--- src/rtl/hdiv_pkg.sv ---
`timescale 1ns/1ps
package hdiv_pkg;

    // Width of the divide code (twice the ratio).
    parameter int unsigned HD_CODE_W = 6;

    // Sequencer states of the rising-edge side.
    typedef enum logic [1:0] {
        ST_ARM  = 2'd0,
        ST_HIGH = 2'd1,
        ST_LOW  = 2'd2
    } hdiv_state_e;

    // Configuration frozen at reset, expressed in rising-edge slots.
    typedef struct packed {
        logic [HD_CODE_W-1:0] last_slot;  // code - 1
        logic [HD_CODE_W-1:0] fall_slot;  // slot whose edge (or the half after it) drops the output
        logic                 fall_late;  // drop at the following falling edge
    } hdiv_cfg_t;

endpackage

--- src/rtl/hdiv_cfg_capture.sv ---
`timescale 1ns/1ps
module hdiv_cfg_capture
    import hdiv_pkg::*;
#(
    parameter int unsigned CODE_MIN = 3,
    parameter int unsigned CODE_MAX = 32,
    parameter int unsigned ODD_MAX  = 15,
    parameter int unsigned CODE_DEF = 4
) (
    input  logic                 clk_i,
    input  logic                 rst_i,
    input  logic [HD_CODE_W-1:0] code_i,
    input  logic                 hf_i,
    output hdiv_cfg_t            cfg_o
);

    localparam logic [HD_CODE_W-1:0] C_MIN = HD_CODE_W'(CODE_MIN);
    localparam logic [HD_CODE_W-1:0] C_MAX = HD_CODE_W'(CODE_MAX);
    localparam logic [HD_CODE_W-1:0] C_ODD = HD_CODE_W'(ODD_MAX);
    localparam logic [HD_CODE_W-1:0] C_DEF = HD_CODE_W'(CODE_DEF);

    logic                 in_range;
    logic                 step_ok;
    logic [HD_CODE_W-1:0] eff_code;
    logic [HD_CODE_W-1:0] high_span;
    hdiv_cfg_t            cfg_d;
    hdiv_cfg_t            cfg_q;

    // Legal set: full range up to ODD_MAX, even codes above it.
    always_comb begin
        in_range = (code_i >= C_MIN) && (code_i <= C_MAX);
        step_ok  = (code_i <= C_ODD) || !code_i[0];
        eff_code = (in_range && step_ok) ? code_i : C_DEF;
    end

    // High span in reference half-periods: one less for odd codes in hf mode.
    always_comb begin
        if (hf_i && eff_code[0]) begin
            high_span = eff_code - HD_CODE_W'(1);
        end else begin
            high_span = eff_code;
        end
        cfg_d.last_slot = eff_code - HD_CODE_W'(1);
        cfg_d.fall_slot = high_span >> 1;
        cfg_d.fall_late = high_span[0];
    end

    // Loaded only while reset is held; frozen while running.
    always_ff @(posedge clk_i) begin
        if (rst_i) begin
            cfg_q <= cfg_d;
        end
    end

    assign cfg_o = cfg_q;

endmodule

--- src/rtl/hdiv_phase_fsm.sv ---
`timescale 1ns/1ps
module hdiv_phase_fsm
    import hdiv_pkg::*;
(
    input  logic                 clk_i,
    input  logic                 rst_i,
    input  hdiv_cfg_t            cfg_i,
    output logic                 tog_o,
    output logic                 late_o,
    output hdiv_state_e          state_o,
    output logic [HD_CODE_W-1:0] slot_o
);

    hdiv_state_e          state_q, state_d;
    logic [HD_CODE_W-1:0] slot_q, slot_d;
    logic                 flip_now;
    logic                 late_d;
    logic                 tog_q;
    logic                 late_q;

    // Next-state and action decode.
    always_comb begin
        state_d  = state_q;
        slot_d   = slot_q + HD_CODE_W'(1);
        flip_now = 1'b0;
        late_d   = 1'b0;
        unique case (state_q)
            ST_ARM: begin
                flip_now = 1'b1;
                state_d  = ST_HIGH;
            end
            ST_HIGH: begin
                if (slot_q == cfg_i.fall_slot) begin
                    state_d = ST_LOW;
                    if (cfg_i.fall_late) begin
                        late_d = 1'b1;
                    end else begin
                        flip_now = 1'b1;
                    end
                end
            end
            ST_LOW: begin
                if (slot_q == cfg_i.last_slot) begin
                    state_d = ST_ARM;
                    slot_d  = '0;
                end
            end
            default: begin
                state_d = ST_ARM;
                slot_d  = '0;
            end
        endcase
    end

    // State register.
    always_ff @(posedge clk_i or posedge rst_i) begin
        if (rst_i) begin
            state_q <= ST_ARM;
            slot_q  <= '0;
        end else begin
            state_q <= state_d;
            slot_q  <= slot_d;
        end
    end

    // Output registers.
    always_ff @(posedge clk_i or posedge rst_i) begin
        if (rst_i) begin
            tog_q  <= 1'b0;
            late_q <= 1'b0;
        end else begin
            tog_q  <= tog_q ^ flip_now;
            late_q <= late_d;
        end
    end

    assign tog_o   = tog_q;
    assign late_o  = late_q;
    assign state_o = state_q;
    assign slot_o  = slot_q;

endmodule

--- src/rtl/hdiv_late_edge.sv ---
`timescale 1ns/1ps
module hdiv_late_edge (
    input  logic clk_i,
    input  logic rst_i,
    input  logic late_i,
    output logic tog_o
);

    logic tog_q;

    // Falling-edge toggle: carries the mid-cycle fall of odd low-frequency codes.
    always_ff @(negedge clk_i or posedge rst_i) begin
        if (rst_i) begin
            tog_q <= 1'b0;
        end else if (late_i) begin
            tog_q <= ~tog_q;
        end
    end

    assign tog_o = tog_q;

endmodule

--- src/rtl/hdiv_top.sv ---
`timescale 1ns/1ps
module hdiv_top
    import hdiv_pkg::*;
#(
    parameter int unsigned CODE_MIN = 3,
    parameter int unsigned CODE_MAX = 32,
    parameter int unsigned ODD_MAX  = 15,
    parameter int unsigned CODE_DEF = 4
) (
    input  logic                 clk2x_i,
    input  logic                 rst_i,
    input  logic [HD_CODE_W-1:0] div_code_i,
    input  logic                 hf_mode_i,
    output logic                 clk_div_o
);

    hdiv_cfg_t            cfg;
    hdiv_state_e          fsm_state;
    logic [HD_CODE_W-1:0] fsm_slot;
    logic                 rise_tog;
    logic                 late_req;
    logic                 fall_tog;

    hdiv_cfg_capture #(
        .CODE_MIN (CODE_MIN),
        .CODE_MAX (CODE_MAX),
        .ODD_MAX  (ODD_MAX),
        .CODE_DEF (CODE_DEF)
    ) u_cfg (
        .clk_i  (clk2x_i),
        .rst_i  (rst_i),
        .code_i (div_code_i),
        .hf_i   (hf_mode_i),
        .cfg_o  (cfg)
    );

    hdiv_phase_fsm u_fsm (
        .clk_i   (clk2x_i),
        .rst_i   (rst_i),
        .cfg_i   (cfg),
        .tog_o   (rise_tog),
        .late_o  (late_req),
        .state_o (fsm_state),
        .slot_o  (fsm_slot)
    );

    hdiv_late_edge u_late (
        .clk_i  (clk2x_i),
        .rst_i  (rst_i),
        .late_i (late_req),
        .tog_o  (fall_tog)
    );

    // Two toggle registers, never flipping on the same edge: glitch-free level.
    assign clk_div_o = rise_tog ^ fall_tog;

endmodule

--- config.mk ---
export PLATFORM = sky130hd
export DESIGN_NAME = hdiv_top
export DESIGN_NICKNAME = d
export VERILOG_FILES = /design/src/rtl/hdiv_pkg.sv /design/src/rtl/hdiv_cfg_capture.sv /design/src/rtl/hdiv_phase_fsm.sv /design/src/rtl/hdiv_late_edge.sv /design/src/rtl/hdiv_top.sv
export SDC_FILE = /design/constraint.sdc
export NUM_CORES = 1
export LEC_CHECK = 0
export CAP_MARGIN = 20
export CORE_ASPECT_RATIO = 2
export CORE_UTILIZATION = 35
export CTS_BUF_LIST = sky130_fd_sc_hd__clkbuf_8
export CTS_CLUSTER_SIZE = 24
export DETAILED_ROUTE_END_ITERATION = 12
export SETUP_SLACK_MARGIN = 0.4
export SLEW_MARGIN = 20
export SYNTH_ARGS = -nofsm -noshare
export SYNTH_HDL_FRONTEND = slang
export SYNTH_SLANG_ARGS = --single-unit
--- constraint.sdc ---
create_clock -name clk2x_i -period 3.4 [get_ports clk2x_i]
set_input_delay 0.68 -clock clk2x_i [delete_from_list [all_inputs] [get_ports clk2x_i]]
set_output_delay 0.68 -clock clk2x_i [all_outputs]
set_load 0.01 [all_outputs]
==> key figures <==
Final layout
  – Core Util, Final: 43.3%
  – Syn-to-layout area delta: 15.5%
  – Antenna Cells: 0
  – Nets: 137
  – Share of cells above drive strength 1: 10.4%
  – Layout Cells excl Fill: 156

Clocking
  – Hold_buf cts: 0
  – Worst-path clk slew: 70 ps
  – CTS tree: built
  – TritonCTS Sinks: 23
  – Clock Path Buffers: 2
  – Post-CTS setup buffers: 0
  – Num CTS Buffers: 3
  – Root Driver: clkbuf_8
  – H-tree levels: 1
  – Clock Latency Late Sink: 270 ps

Detailed routing
  – DR pass1 iterations: 8
  – Initial DRC count: 14
  – DR DRC count: 1
  – Via count: 820
  – Post-DR wirelength/cell: 14.2 um
  – Routed WL: 2.22 mm
  – Antenna Nets Post-Route: 0
  – Vias per std cell: 5.26

Die
  – Die area: 3710 um^2
  – Die Wd: 43.6 um
  – Die height: 85.2 um
  – Row count: 29
  – Starting Density: 37.5%
  – IO Count: 10
  – Floorplan core area: 3230 um^2

Placement
  – Pre-CTS setup slack: -81.3 ps
  – Hpwl dp: 1.82 mm
  – Port Buffers: 9
  – Routability cong.: 0.722
  – Placed Cells incl. Taps: 152

STA
  – Setup TNS: 0 ps
  – Final Hold Fails: 0
  – Final Worst Setup Slack: 41.0 ps
  – Final count of pins violating max slew: 0
  – Final setup viols: 0
  – RSZ-0062 raised after global routing: true
  – Clock skew: 14.0 ps

Yosys
  – Distinct cell type count after synthesis: 36
  – Post-synthesis register bit count: 23
  – Area leader, netlist: edfxtp_1
  – Synth top area cells: edfxtp_1 30%, dfrtp_1 21%, xnor2_1 7.2%
  – Register area share after synthesis: 52.5%
  – Synth Cell Area: 1210 um^2
  – Synth warn: 0
  – Post-Synthesis Cells: 110
  – Avg Inst Size Synth: 11.0 um^2
  – Yosys top cell area share: 29.8%
  – Syn nets: 121

Outcome
  – Failing checks: design-rule violations
  – Status: complete, but fails checks

Global route
  – Number of global-route vias before repair: 893
  – First-pass GRT wire length: 3.89 mm
  – Initial antenna violation count: 0
  – Pin count of the biggest net entering global routing: 13
  – Gr usage total: 14.0%
  – Grt total ovfl: 0

Job
  – Max-cap viol count: 0

Hold path
  – HP Class: reg2reg

Pwr
  – Leakage power: 0.555 nW
  – Max VDD drop: 222 uV
  – Pwr per Cell Area: 680 nW/um^2

Critical path
  – Worst setup EP type: output pin
  – Crit start category: register
  – CP Class: reg2out
  – Crit path DAT: 2680 ps
  – WP data required: 2720 ps
  – Critical path fanouts, max: 2
## cells in the final DEF (no fill, tap or decap), drive strengths merged, types with 2 or more instances in the layout
cell,netlist,routed
buf,1,4
xnor2,10,10
xor2,7,7
nor2,12,12
nand2b,5,5
nor2b,4,4
nand2,5,5
nand3,5,5
inv,8,9
edfxtp,12,12
dfrtp,10,10
and2,2,2
a21oi,3,3
clkbuf,0,3
o21ai,4,4
ha,2,2
a211o,2,2
nor3,2,2
clkdlybuf4s50,0,8
## worst max-delay path, stage by stage (launching register included)
cell,delay [ps]
dfrtn_1,450
xor2_2,130
buf_2,130
## cell usage after synthesis (all sizes together)
master and instances:
and3 1, a41oi 1, buf 1, a211o 2
nor2 12, o2111ai 1, nor3b 1, mux2i 1
nor4 1, dfrtn 1, o21ai 4, conb 1
nand4b 1, xnor2 10, nand2b 5, inv 8
ha 2, a21oi 3, dfrtp 10, o221ai 1
nand3 5, nor2b 4, nor3 2, edfxtp 12
nand4 1, nand2 5, o31ai 1, xor2 7
o2bb2ai 1, and2 2, and4 1, a22oi 1
nor4bb 1
## path summary, 6_finish.rpt
| check | from | to | slack, ps | depth (start not counted) |
|---|---|---|---|---|
| min in group asynchronous | rst_i | u_fsm.late_o | 790 | 3 |
| hold reg to reg | u_fsm.state_o[1] | u_fsm.state_o[0] | 520 | 1 |
| setup reg to reg | u_fsm.late_o | u_late.tog_o | 1050 | 1 |
| hold / removal | u_fsm.state_o[1] | u_fsm.state_o[0] | 520 | 1 |
| max in group asynchronous | rst_i | u_late.tog_o | 1070 | 2 |
| setup / recovery | u_late.tog_o | clk_div_o | 40 | 2 |
## registers in the layout (all words and copies together) (netlist names)
signal and cells:
u_late.tog_o 1, u_fsm.tog_o 1, u_fsm.late_o 1, u_fsm.slot_o 6, u_fsm.state_o 2, u_cfg.cfg_o 12
## cells by family after synthesis
| kind of cell | after synthesis | synth area share (%) |
|---|---|---|
| simple gates | 42 | 18.7 |
| mux | 1 | 0.826 |
| fa+ha+maj | 2 | 2.07 |
| buf+inv | 9 | 3.41 |
| flops | 23 | 52.5 |
| other cells | 1 | 0.310 |
| xor+xnor | 17 | 12.3 |
| compound gates | 15 | 9.92 |
## metal layers
| metal | track usage [%] | vias to the layer above | wire, um |
|---|---|---|---|
| li1 | - | 410 | - |
| met1 | 12.6 | 394 | 749 |
| met2 | 28.4 | 14 | 1380 |
| met3 | 1.91 | 2 | 60 |
| met4 | 5.97 | 0 | 27 |
| met5 | 0 | - | 0 |
## through the flow
| stage | hold WS, ps | instance area [um^2] | power [mW] |
|---|---|---|---|
| CTS | 517 | 1400 | 0.963 |
| detailed placement | 505 | 1360 | 0.808 |
| finish | 519 | 1400 | 0.952 |
| global placement | 496 | 1360 | 0.792 |
| floorplan | 441 | 1220 | 0.708 |
| global route | 575 | 1400 | 1.02 |
## cell type report
cell class	count	area, um^2
Timing Repair Buffer	12	108
Multi-Input combinational cell	78	542
Sequential cell	23	636
Fill cell	314	1830
Inverter	8	30.0
Tap cell	31	38.8
Clock buffer	3	41.3
Clock inverter	1	3.75
## report_power, final
part | internal, mW | switching, mW | leakage [nW] | total, mW
Combinational | 0.174 | 0.158 | 0.277 | 0.333
Clock | 0.0804 | 0.0784 | 0.0269 | 0.159
Sequential | 0.364 | 0.0958 | 0.252 | 0.460
Total | 0.619 | 0.332 | 0.555 | 0.952
## repair_timing
action | CTS | global route
gates resized for setup | 4 | 0
pin swaps | 0 | 0
setup endpoints to repair | 1 | 1
Power figures use the tool's default switching activity.
